### src/rtl/sop_pkg.sv
package sop_pkg;
    localparam int DEF_WORD_W    = 20;
    localparam int DEF_RAW_W     = 22;
    localparam int DEF_BLANK_CYC = 4;
    localparam int DEF_SCLK_LOW  = 3;
    localparam int DEF_SCLK_HIGH = 1;

    typedef enum logic {
        ST_IDLE  = 1'b0,
        ST_SHIFT = 1'b1
    } sh_state_t;
endpackage

### src/rtl/sop_sync.sv
module sop_sync #(
    parameter int  STAGES  = 2,
    parameter logic RST_VAL = 1'b0
) (
    input  logic clk,
    input  logic rst,
    input  logic d,
    output logic q
);
    logic [STAGES-1:0] chain;

    always_ff @(posedge clk) begin
        if (rst) chain <= {STAGES{RST_VAL}};
        else     chain <= {chain[STAGES-2:0], d};
    end

    assign q = chain[STAGES-1];
endmodule

### src/rtl/sop_clamp.sv
module sop_clamp #(
    parameter int RAW_W  = sop_pkg::DEF_RAW_W,
    parameter int WORD_W = sop_pkg::DEF_WORD_W
) (
    input  logic [RAW_W-1:0]  raw,
    input  logic              bipolar,
    output logic [WORD_W-1:0] code
);
    localparam int XW = RAW_W + 1;
    localparam logic signed [XW-1:0] HALF = XW'(1) << (WORD_W - 1);
    localparam logic signed [XW-1:0] TOP  = (XW'(1) << WORD_W) - XW'(1);

    logic signed [XW-1:0] ext;
    logic signed [XW-1:0] shifted;

    always_comb begin
        ext     = {raw[RAW_W-1], raw};
        shifted = bipolar ? ext + HALF : ext;
        if (shifted < 0)        code = '0;
        else if (shifted > TOP) code = '1;
        else                    code = shifted[WORD_W-1:0];
    end
endmodule

### src/rtl/sop_stage.sv
module sop_stage #(
    parameter int RAW_W     = sop_pkg::DEF_RAW_W,
    parameter int WORD_W    = sop_pkg::DEF_WORD_W,
    parameter int BLANK_CYC = sop_pkg::DEF_BLANK_CYC
) (
    input  logic              clk,
    input  logic              rst,
    input  logic              load,
    input  logic [RAW_W-1:0]  raw,
    input  logic              bipolar,
    input  logic              busy,
    input  logic              done_full,
    output logic [WORD_W-1:0] word,
    output logic              valid,
    output logic              pend,
    output logic              blank_clr
);
    localparam int BLK_W = $clog2(BLANK_CYC + 1);

    logic [WORD_W-1:0] clamped;
    logic [WORD_W-1:0] stage_q;
    logic [WORD_W-1:0] word_q;
    logic              valid_q;
    logic              pend_q;
    logic [BLK_W-1:0]  blank_cnt;

    sop_clamp #(.RAW_W(RAW_W), .WORD_W(WORD_W)) u_clamp (
        .raw     (raw),
        .bipolar (bipolar),
        .code    (clamped)
    );

    always_ff @(posedge clk) begin
        if (rst) begin
            stage_q   <= '0;
            word_q    <= '0;
            valid_q   <= 1'b0;
            pend_q    <= 1'b0;
            blank_cnt <= '0;
        end else begin
            if (blank_cnt != '0) blank_cnt <= blank_cnt - 1'b1;
            if (done_full) begin
                valid_q <= 1'b0;
            end else if (!busy && pend_q) begin
                if (valid_q) begin
                    valid_q <= 1'b0;
                end else begin
                    word_q    <= stage_q;
                    valid_q   <= 1'b1;
                    pend_q    <= 1'b0;
                    blank_cnt <= BLK_W'(BLANK_CYC);
                end
            end
            if (load) begin
                stage_q <= clamped;
                pend_q  <= 1'b1;
            end
        end
    end

    assign word      = word_q;
    assign valid     = valid_q;
    assign pend      = pend_q;
    assign blank_clr = (blank_cnt == '0);

    // the word being shifted is never replaced mid-transfer
    a_r8_word_held_in_transfer: assert property (@(posedge clk) disable iff (rst)
        busy |=> $stable(word_q));
endmodule

### src/rtl/sop_shifter.sv
module sop_shifter #(
    parameter int WORD_W    = sop_pkg::DEF_WORD_W,
    parameter int SCLK_LOW  = sop_pkg::DEF_SCLK_LOW,
    parameter int SCLK_HIGH = sop_pkg::DEF_SCLK_HIGH
) (
    input  logic              clk,
    input  logic              rst,
    input  logic              mode_ext,
    input  logic              cs_n_s,
    input  logic              sclk_s,
    input  logic [WORD_W-1:0] word,
    input  logic              valid,
    input  logic              pend,
    input  logic              blank_clr,
    output logic              busy,
    output logic              done_full,
    output logic              sdata,
    output logic              sdata_oe,
    output logic              sclk_out,
    output logic              sclk_oe
);
    import sop_pkg::*;

    localparam int PH_N    = SCLK_LOW + SCLK_HIGH;
    localparam int PH_W    = (PH_N > 1) ? $clog2(PH_N) : 1;
    localparam int PH_LAST = PH_N - 1;
    localparam int IDX_W   = $clog2(WORD_W);

    sh_state_t         st;
    logic              mode_q;
    logic [IDX_W-1:0]  idx;
    logic [PH_W-1:0]   ph;
    logic              abort_q;
    logic [WORD_W-1:0] sreg;
    logic              sk_d;
    logic              host_fall;
    logic              bit_end;
    logic              stop_req;
    logic              start;

    assign host_fall = sk_d & ~sclk_s;
    assign start     = (st == ST_IDLE) & valid & ~pend & ~cs_n_s & blank_clr;
    assign bit_end   = (st == ST_SHIFT) &
                       (mode_q ? host_fall : (ph == PH_W'(PH_LAST)));
    assign stop_req  = cs_n_s | abort_q;
    assign done_full = bit_end & (idx == '0);

    always_ff @(posedge clk) begin
        if (rst) begin
            st      <= ST_IDLE;
            mode_q  <= 1'b0;
            idx     <= '0;
            ph      <= '0;
            abort_q <= 1'b0;
            sreg    <= '0;
            sk_d    <= 1'b0;
        end else begin
            sk_d <= sclk_s;
            unique case (st)
                ST_IDLE: begin
                    if (start) begin
                        st      <= ST_SHIFT;
                        mode_q  <= mode_ext;
                        sreg    <= word;
                        idx     <= IDX_W'(WORD_W - 1);
                        ph      <= '0;
                        abort_q <= 1'b0;
                    end
                end
                ST_SHIFT: begin
                    if (!mode_q)
                        ph <= (ph == PH_W'(PH_LAST)) ? '0 : ph + 1'b1;
                    if (cs_n_s) abort_q <= 1'b1;
                    if (bit_end) begin
                        if (idx == '0 || stop_req) begin
                            st <= ST_IDLE;
                        end else begin
                            idx  <= idx - 1'b1;
                            sreg <= {sreg[WORD_W-2:0], 1'b0};
                        end
                    end
                end
            endcase
        end
    end

    assign busy     = (st == ST_SHIFT);
    assign sdata    = sreg[WORD_W-1];
    assign sdata_oe = busy;
    assign sclk_oe  = busy & ~mode_q;
    assign sclk_out = busy & ~mode_q & (ph >= PH_W'(SCLK_LOW));

    // the driven clock high phase lasts one master cycle
    a_r1_sclk_high_single: assert property (@(posedge clk) disable iff (rst)
        sclk_out |=> !sclk_out);

    // in self-clocked mode the line is released right after a high phase
    a_r2_release_after_high: assert property (@(posedge clk) disable iff (rst)
        ($fell(sdata_oe) && !mode_q) |-> $past(sclk_out));

    // in host-clocked mode the port never drives the clock
    a_r3_no_clock_drive_ext: assert property (@(posedge clk) disable iff (rst)
        (busy && mode_q) |-> !sclk_oe);
endmodule

### src/rtl/result_serial_port.sv
module result_serial_port #(
    parameter int RAW_W     = sop_pkg::DEF_RAW_W,
    parameter int WORD_W    = sop_pkg::DEF_WORD_W,
    parameter int BLANK_CYC = sop_pkg::DEF_BLANK_CYC,
    parameter int SCLK_LOW  = sop_pkg::DEF_SCLK_LOW,
    parameter int SCLK_HIGH = sop_pkg::DEF_SCLK_HIGH,
    parameter int SYNC_LEN  = 2
) (
    input  logic             clk,
    input  logic             rst,
    input  logic             mode_ext,
    input  logic             bipolar,
    input  logic [RAW_W-1:0] res_in,
    input  logic             res_load,
    input  logic             cs_n,
    input  logic             sclk_in,
    output logic             sclk_out,
    output logic             sclk_oe,
    output logic             sdata,
    output logic             sdata_oe,
    output logic             drdy_n
);
    logic              cs_n_s;
    logic              sclk_s;
    logic [WORD_W-1:0] word;
    logic              valid;
    logic              pend;
    logic              blank_clr;
    logic              busy;
    logic              done_full;

    sop_sync #(.STAGES(SYNC_LEN), .RST_VAL(1'b1)) u_cs_sync (
        .clk (clk), .rst (rst), .d (cs_n), .q (cs_n_s)
    );

    sop_sync #(.STAGES(SYNC_LEN), .RST_VAL(1'b0)) u_sclk_sync (
        .clk (clk), .rst (rst), .d (sclk_in), .q (sclk_s)
    );

    sop_stage #(.RAW_W(RAW_W), .WORD_W(WORD_W), .BLANK_CYC(BLANK_CYC)) u_stage (
        .clk       (clk),
        .rst       (rst),
        .load      (res_load),
        .raw       (res_in),
        .bipolar   (bipolar),
        .busy      (busy),
        .done_full (done_full),
        .word      (word),
        .valid     (valid),
        .pend      (pend),
        .blank_clr (blank_clr)
    );

    sop_shifter #(.WORD_W(WORD_W), .SCLK_LOW(SCLK_LOW), .SCLK_HIGH(SCLK_HIGH)) u_shift (
        .clk       (clk),
        .rst       (rst),
        .mode_ext  (mode_ext),
        .cs_n_s    (cs_n_s),
        .sclk_s    (sclk_s),
        .word      (word),
        .valid     (valid),
        .pend      (pend),
        .blank_clr (blank_clr),
        .busy      (busy),
        .done_full (done_full),
        .sdata     (sdata),
        .sdata_oe  (sdata_oe),
        .sclk_out  (sclk_out),
        .sclk_oe   (sclk_oe)
    );

    assign drdy_n = ~valid;

    // a transfer only opens once the blanking window has run out
    a_r5_start_after_blank: assert property (@(posedge clk) disable iff (rst)
        $rose(sdata_oe) |-> $past(blank_clr));

    // data-ready stays low for the whole of a transfer
    a_r6_drdy_low_in_shift: assert property (@(posedge clk) disable iff (rst)
        sdata_oe |-> !drdy_n);
endmodule

### config.mk
export PLATFORM = sky130hd
export DESIGN_NAME = result_serial_port
export DESIGN_NICKNAME = d
export VERILOG_FILES = /design/src/rtl/sop_pkg.sv /design/src/rtl/sop_sync.sv /design/src/rtl/sop_clamp.sv /design/src/rtl/sop_stage.sv /design/src/rtl/sop_shifter.sv /design/src/rtl/result_serial_port.sv
export SDC_FILE = /design/constraint.sdc
export NUM_CORES = 1
export LEC_CHECK = 0
export CAP_MARGIN = 30
export CORE_MARGIN = 3
export CORE_UTILIZATION = 40
export DETAILED_ROUTE_END_ITERATION = 7
export HOLD_SLACK_MARGIN = 0.08
export PLACE_DENSITY = 0.61
export SLEW_MARGIN = 20
export SYNTH_ARGS = -nofsm -noshare
export SYNTH_HDL_FRONTEND = slang
export SYNTH_SLANG_ARGS = --single-unit
### constraint.sdc
create_clock -name clk -period 2.7 [get_ports clk]
set_input_delay 0.54 -clock clk [delete_from_list [all_inputs] [get_ports clk]]
set_output_delay 0.54 -clock clk [all_outputs]
set_load 0.01 [all_outputs]
==> impl_results.md, run 1 <==
* Run status: finished clean
* Worst VDD drop at 0.000266 V
* Die width at 96.5 um
* Setup_tns at 0 ps
* GP Congestion at 0.751
* Crit start category: register
* Mapped Cells at 368
* RSZ-0062 raised after global routing: false
* Synth top area share at 48.9%
* Initial antenna violation count at 0
* Routed len/inst at 12.3 um
* CTS Hold Bufs at 0
* Top delay family on crit path: buffers and inverters
* Post-cts resize count at 0
* Worst r2r src: u_stage.blank_cnt[0]$_SDFF_PP0_
* Maxcap violations at 0
* 1st-pass router iterations at 4
* Area grow syn2layout at 19.3%
* Overflow after GRT at 0
* Crit. End Element: output port
* Detail Route Antenna Nets at 0
* Reg2reg setup slack at 460 ps
* Maximum single-stage delay on the critical path at 620 ps
* Number of cell rows at 32
* I/O pin cnt at 34
* Number of global-route vias before repair at 2,401
* Routed WL at 6.12 mm
* Yosys cell types at 36
* Final core utilization at 49.7%
* All-Layer GR Usage at 14.9%
* H-Tree Level Count at 3
* Flops & latches, synth at 80
* Crit path max fanout at 28
* Sw Ratio at 23.2%
* Die Y at 96.5 um
* Root buffer cell: clkbuf_8
* Worst Tran Pin Value at 732 ps
* Clock latency on the worst-skew pair at 340 ps
* Hold path start: u_cs_sync.chain[0]$_SDFF_PP1_
* Crit-path slowest cell: clkdlybuf4s50_1
* Layout Nets at 428
* Crit path DAT at 1800 ps
* Worst Hold Class: register to register
* Clk_skew at 13.5 ps
* Synth area leaders: dfxtp_1 49%, a21oi_1 7.2%, mux2i_1 5.8%
* Final setup vio count at 0
* Synthesized area per cell at 8.89 um2
* Vias per cell at 4.97
* Sink Count at 80
* Max-slew violation count at 0
* Peak Freq at 428 MHz
* Cell taking the most area after synthesis: dfxtp_1
* CTS Buf Count at 9
* Worst reg2reg path depth at 8
* Final period utilization at 86.6%
* CTS tree: built
* Worst hold stages at 1
* EDFF count, synth at 0
* Half-perimeter wire length after placement at 4.10 mm
* Pin count of the biggest net entering global routing at 43
* Comb pwr share at 11.3%
* Setup CP Type: register to output port
* Flop pwr share at 49.1%
* Relative slew slack at 51.2%
* Syn_nets at 404
* First-pass GRT wire length at 10.9 mm
* Clock power share at 39.5%
* Buf/Inv on CP at 2
* Core Box Area at 7850 um2
* Psw at 0.000601 W
* Drt drc at 0
* Die area at 9300 um2
* Buffer levels on the longest clock path at 2
* Final instance area at 3900 um2
* Hold WS at 420 ps
* Leakage at 1.31 nW
* PortBufs at 33
* Area post-placement at 3670 um2
* WHS Endpoint: u_cs_sync.chain[1]$_SDFF_PP1_
* Initial Util at 41.7%
* Via count at 2,475
* Diode count at 0
* Most used DFF post-synth: dfxtp_1
* Overall Power at 0.00259 W
* Hold violation count in the final report at 0
* Int Pwr at 0.00199 W
* Detailed Route Iter0 Violations at 103
* Register area share after synthesis at 48.9%
* Postcts setup bufs at 0
* Pwr Density at 663 nW/um2
* Fraction of layout cells with a size suffix above 1 at 7.58%
* Most common library cells after synthesis: 80 x dfxtp_1, 47 x a21oi_1, 43 x nand2_1
* Syn Std Cell Area at 3270 um2
* Reg2Reg Capture Point: u_shift.idx[1]$_SDFFE_PP0P_
* Crit path cell chain: buf_4 > clkdlybuf4s50_1
* Synth warn at 0
* Most frequent cell after synthesis: dfxtp_1
* Reg clk slew, reported paths at 80 ps
* Min Tclk post-route at 2340 ps
* Worst Path Required at 2160 ps
* Async SR Flop Fraction at 0%
final cells by class:
| cell class | count | area, um2 |
|---|---|---|
| Timing Repair Buffer | 40 | 390 |
| Clock inverter | 5 | 106 |
| Inverter | 10 | 37.5 |
| Multi-Input combinational cell | 251 | 1510 |
| Fill cell | 782 | 3940 |
| Tap cell | 102 | 128 |
| Clock buffer | 10 | 128 |
| Sequential cell | 80 | 1600 |
cell families after synthesis:
logic type               synth area share, %
AO/OA/AOI/OAI                           19.0
XOR/XNOR                                1.34
adder cells (fa/ha/maj)                 2.68
buffers and inverters                   5.01
flip-flops                              48.9
multiplexers                            5.81
AND/OR/NAND/NOR                         17.2
worst max-delay path by stage:
stage	to	cells past startpoint	start
floorplan	u_shift.idx[4]$_SDFFE_PP0P_	9	u_stage.blank_cnt[0]$_SDFF_PP0_
finish	sdata_oe	2	u_shift.busy$_SDFF_PP0_
CTS	sdata_oe	2	u_shift.busy$_SDFF_PP0_
global route	u_shift.sreg[3]$_SDFFE_PP0P_	8	u_stage.blank_cnt[0]$_SDFF_PP0_
detailed placement	u_stage.stage_q[10]$_SDFFE_PP0P_	7	res_in[19]
global placement	u_stage.stage_q[11]$_SDFFE_PP0P_	7	res_in[19]
sequential cells by signal, summed over array words and instances, names as in the netlist, 2 cells and up:
name / count
u_shift.idx: 5
u_cs_sync.chain: 2
u_stage.word: 20
u_shift.ph: 2
u_stage.stage_q: 20
u_sclk_sync.chain: 2
u_shift.sreg: 20
u_stage.blank_cnt: 3
power by group through the flow:
stage	clock network (W)	registers, W	logic [W]
6_report	0.00102	0.00127	0.000293
5_1_grt	0.00110	0.00128	0.000333
4_1_cts	0.00106	0.00127	0.000299
3_3_place_gp	0	0.00130	0.000289
2_1_floorplan	0	0.00129	0.000204
3_5_place_dp	0	0.00130	0.000297
worst register-to-register path, stage by stage, from the launching register on:
cell	delay, ps
dfxtp_1	330
inv_1	60
ha_1	160
ha_1	220
nor2b_1	170
and3_1	410
o21a_4	460
nor2_1	100
a311oi_2	240
placed cells by master (no fill, tap or decap), drive strengths merged, types with 2 or more instances in the layout:
master	n
a211oi	20
a21oi	47
and3	2
buf	8
bufinv	3
clkbuf	10
clkdlybuf4s50	32
dfxtp	80
ha	7
inv	10
mux2i	19
nand2	43
nand2b	21
nand3	3
nor2	30
nor2b	3
nor3	10
nor4b	2
o211ai	2
o21ai	22
o31ai	2
or2	2
xor2	5
metal layers:
metal / global-route usage [%] / vias up / share of wire (%)
li1: - / 1307 / -
met1: 19.8 / 1124 / 51
met2: 22.5 / 37 / 43
met3: 3.33 / 7 / 3.5
met4: 7.71 / 0 / 1.9
met5: 0 / - / 0
through the flow:
step	cells	setup WS (ps)
after floorplan	368	862
after global placement	483	476
after detailed placement	483	425
after CTS	498	313
after global routing	498	202
final	498	362
Note: power is estimated with default switching activity, not from simulation.
==> inputs of run 2 (changes only) <==
--- a/config.mk
+++ b/config.mk
@@ -9,6 +9,7 @@
 export CORE_MARGIN = 3
 export CORE_UTILIZATION = 40
 export DETAILED_ROUTE_END_ITERATION = 7
+export GPL_TIMING_DRIVEN = 1
 export HOLD_SLACK_MARGIN = 0.08
 export PLACE_DENSITY = 0.61
 export SLEW_MARGIN = 20
==> results of run 2 <==
Final layout, timing and power as in run 1 (identical DEF).
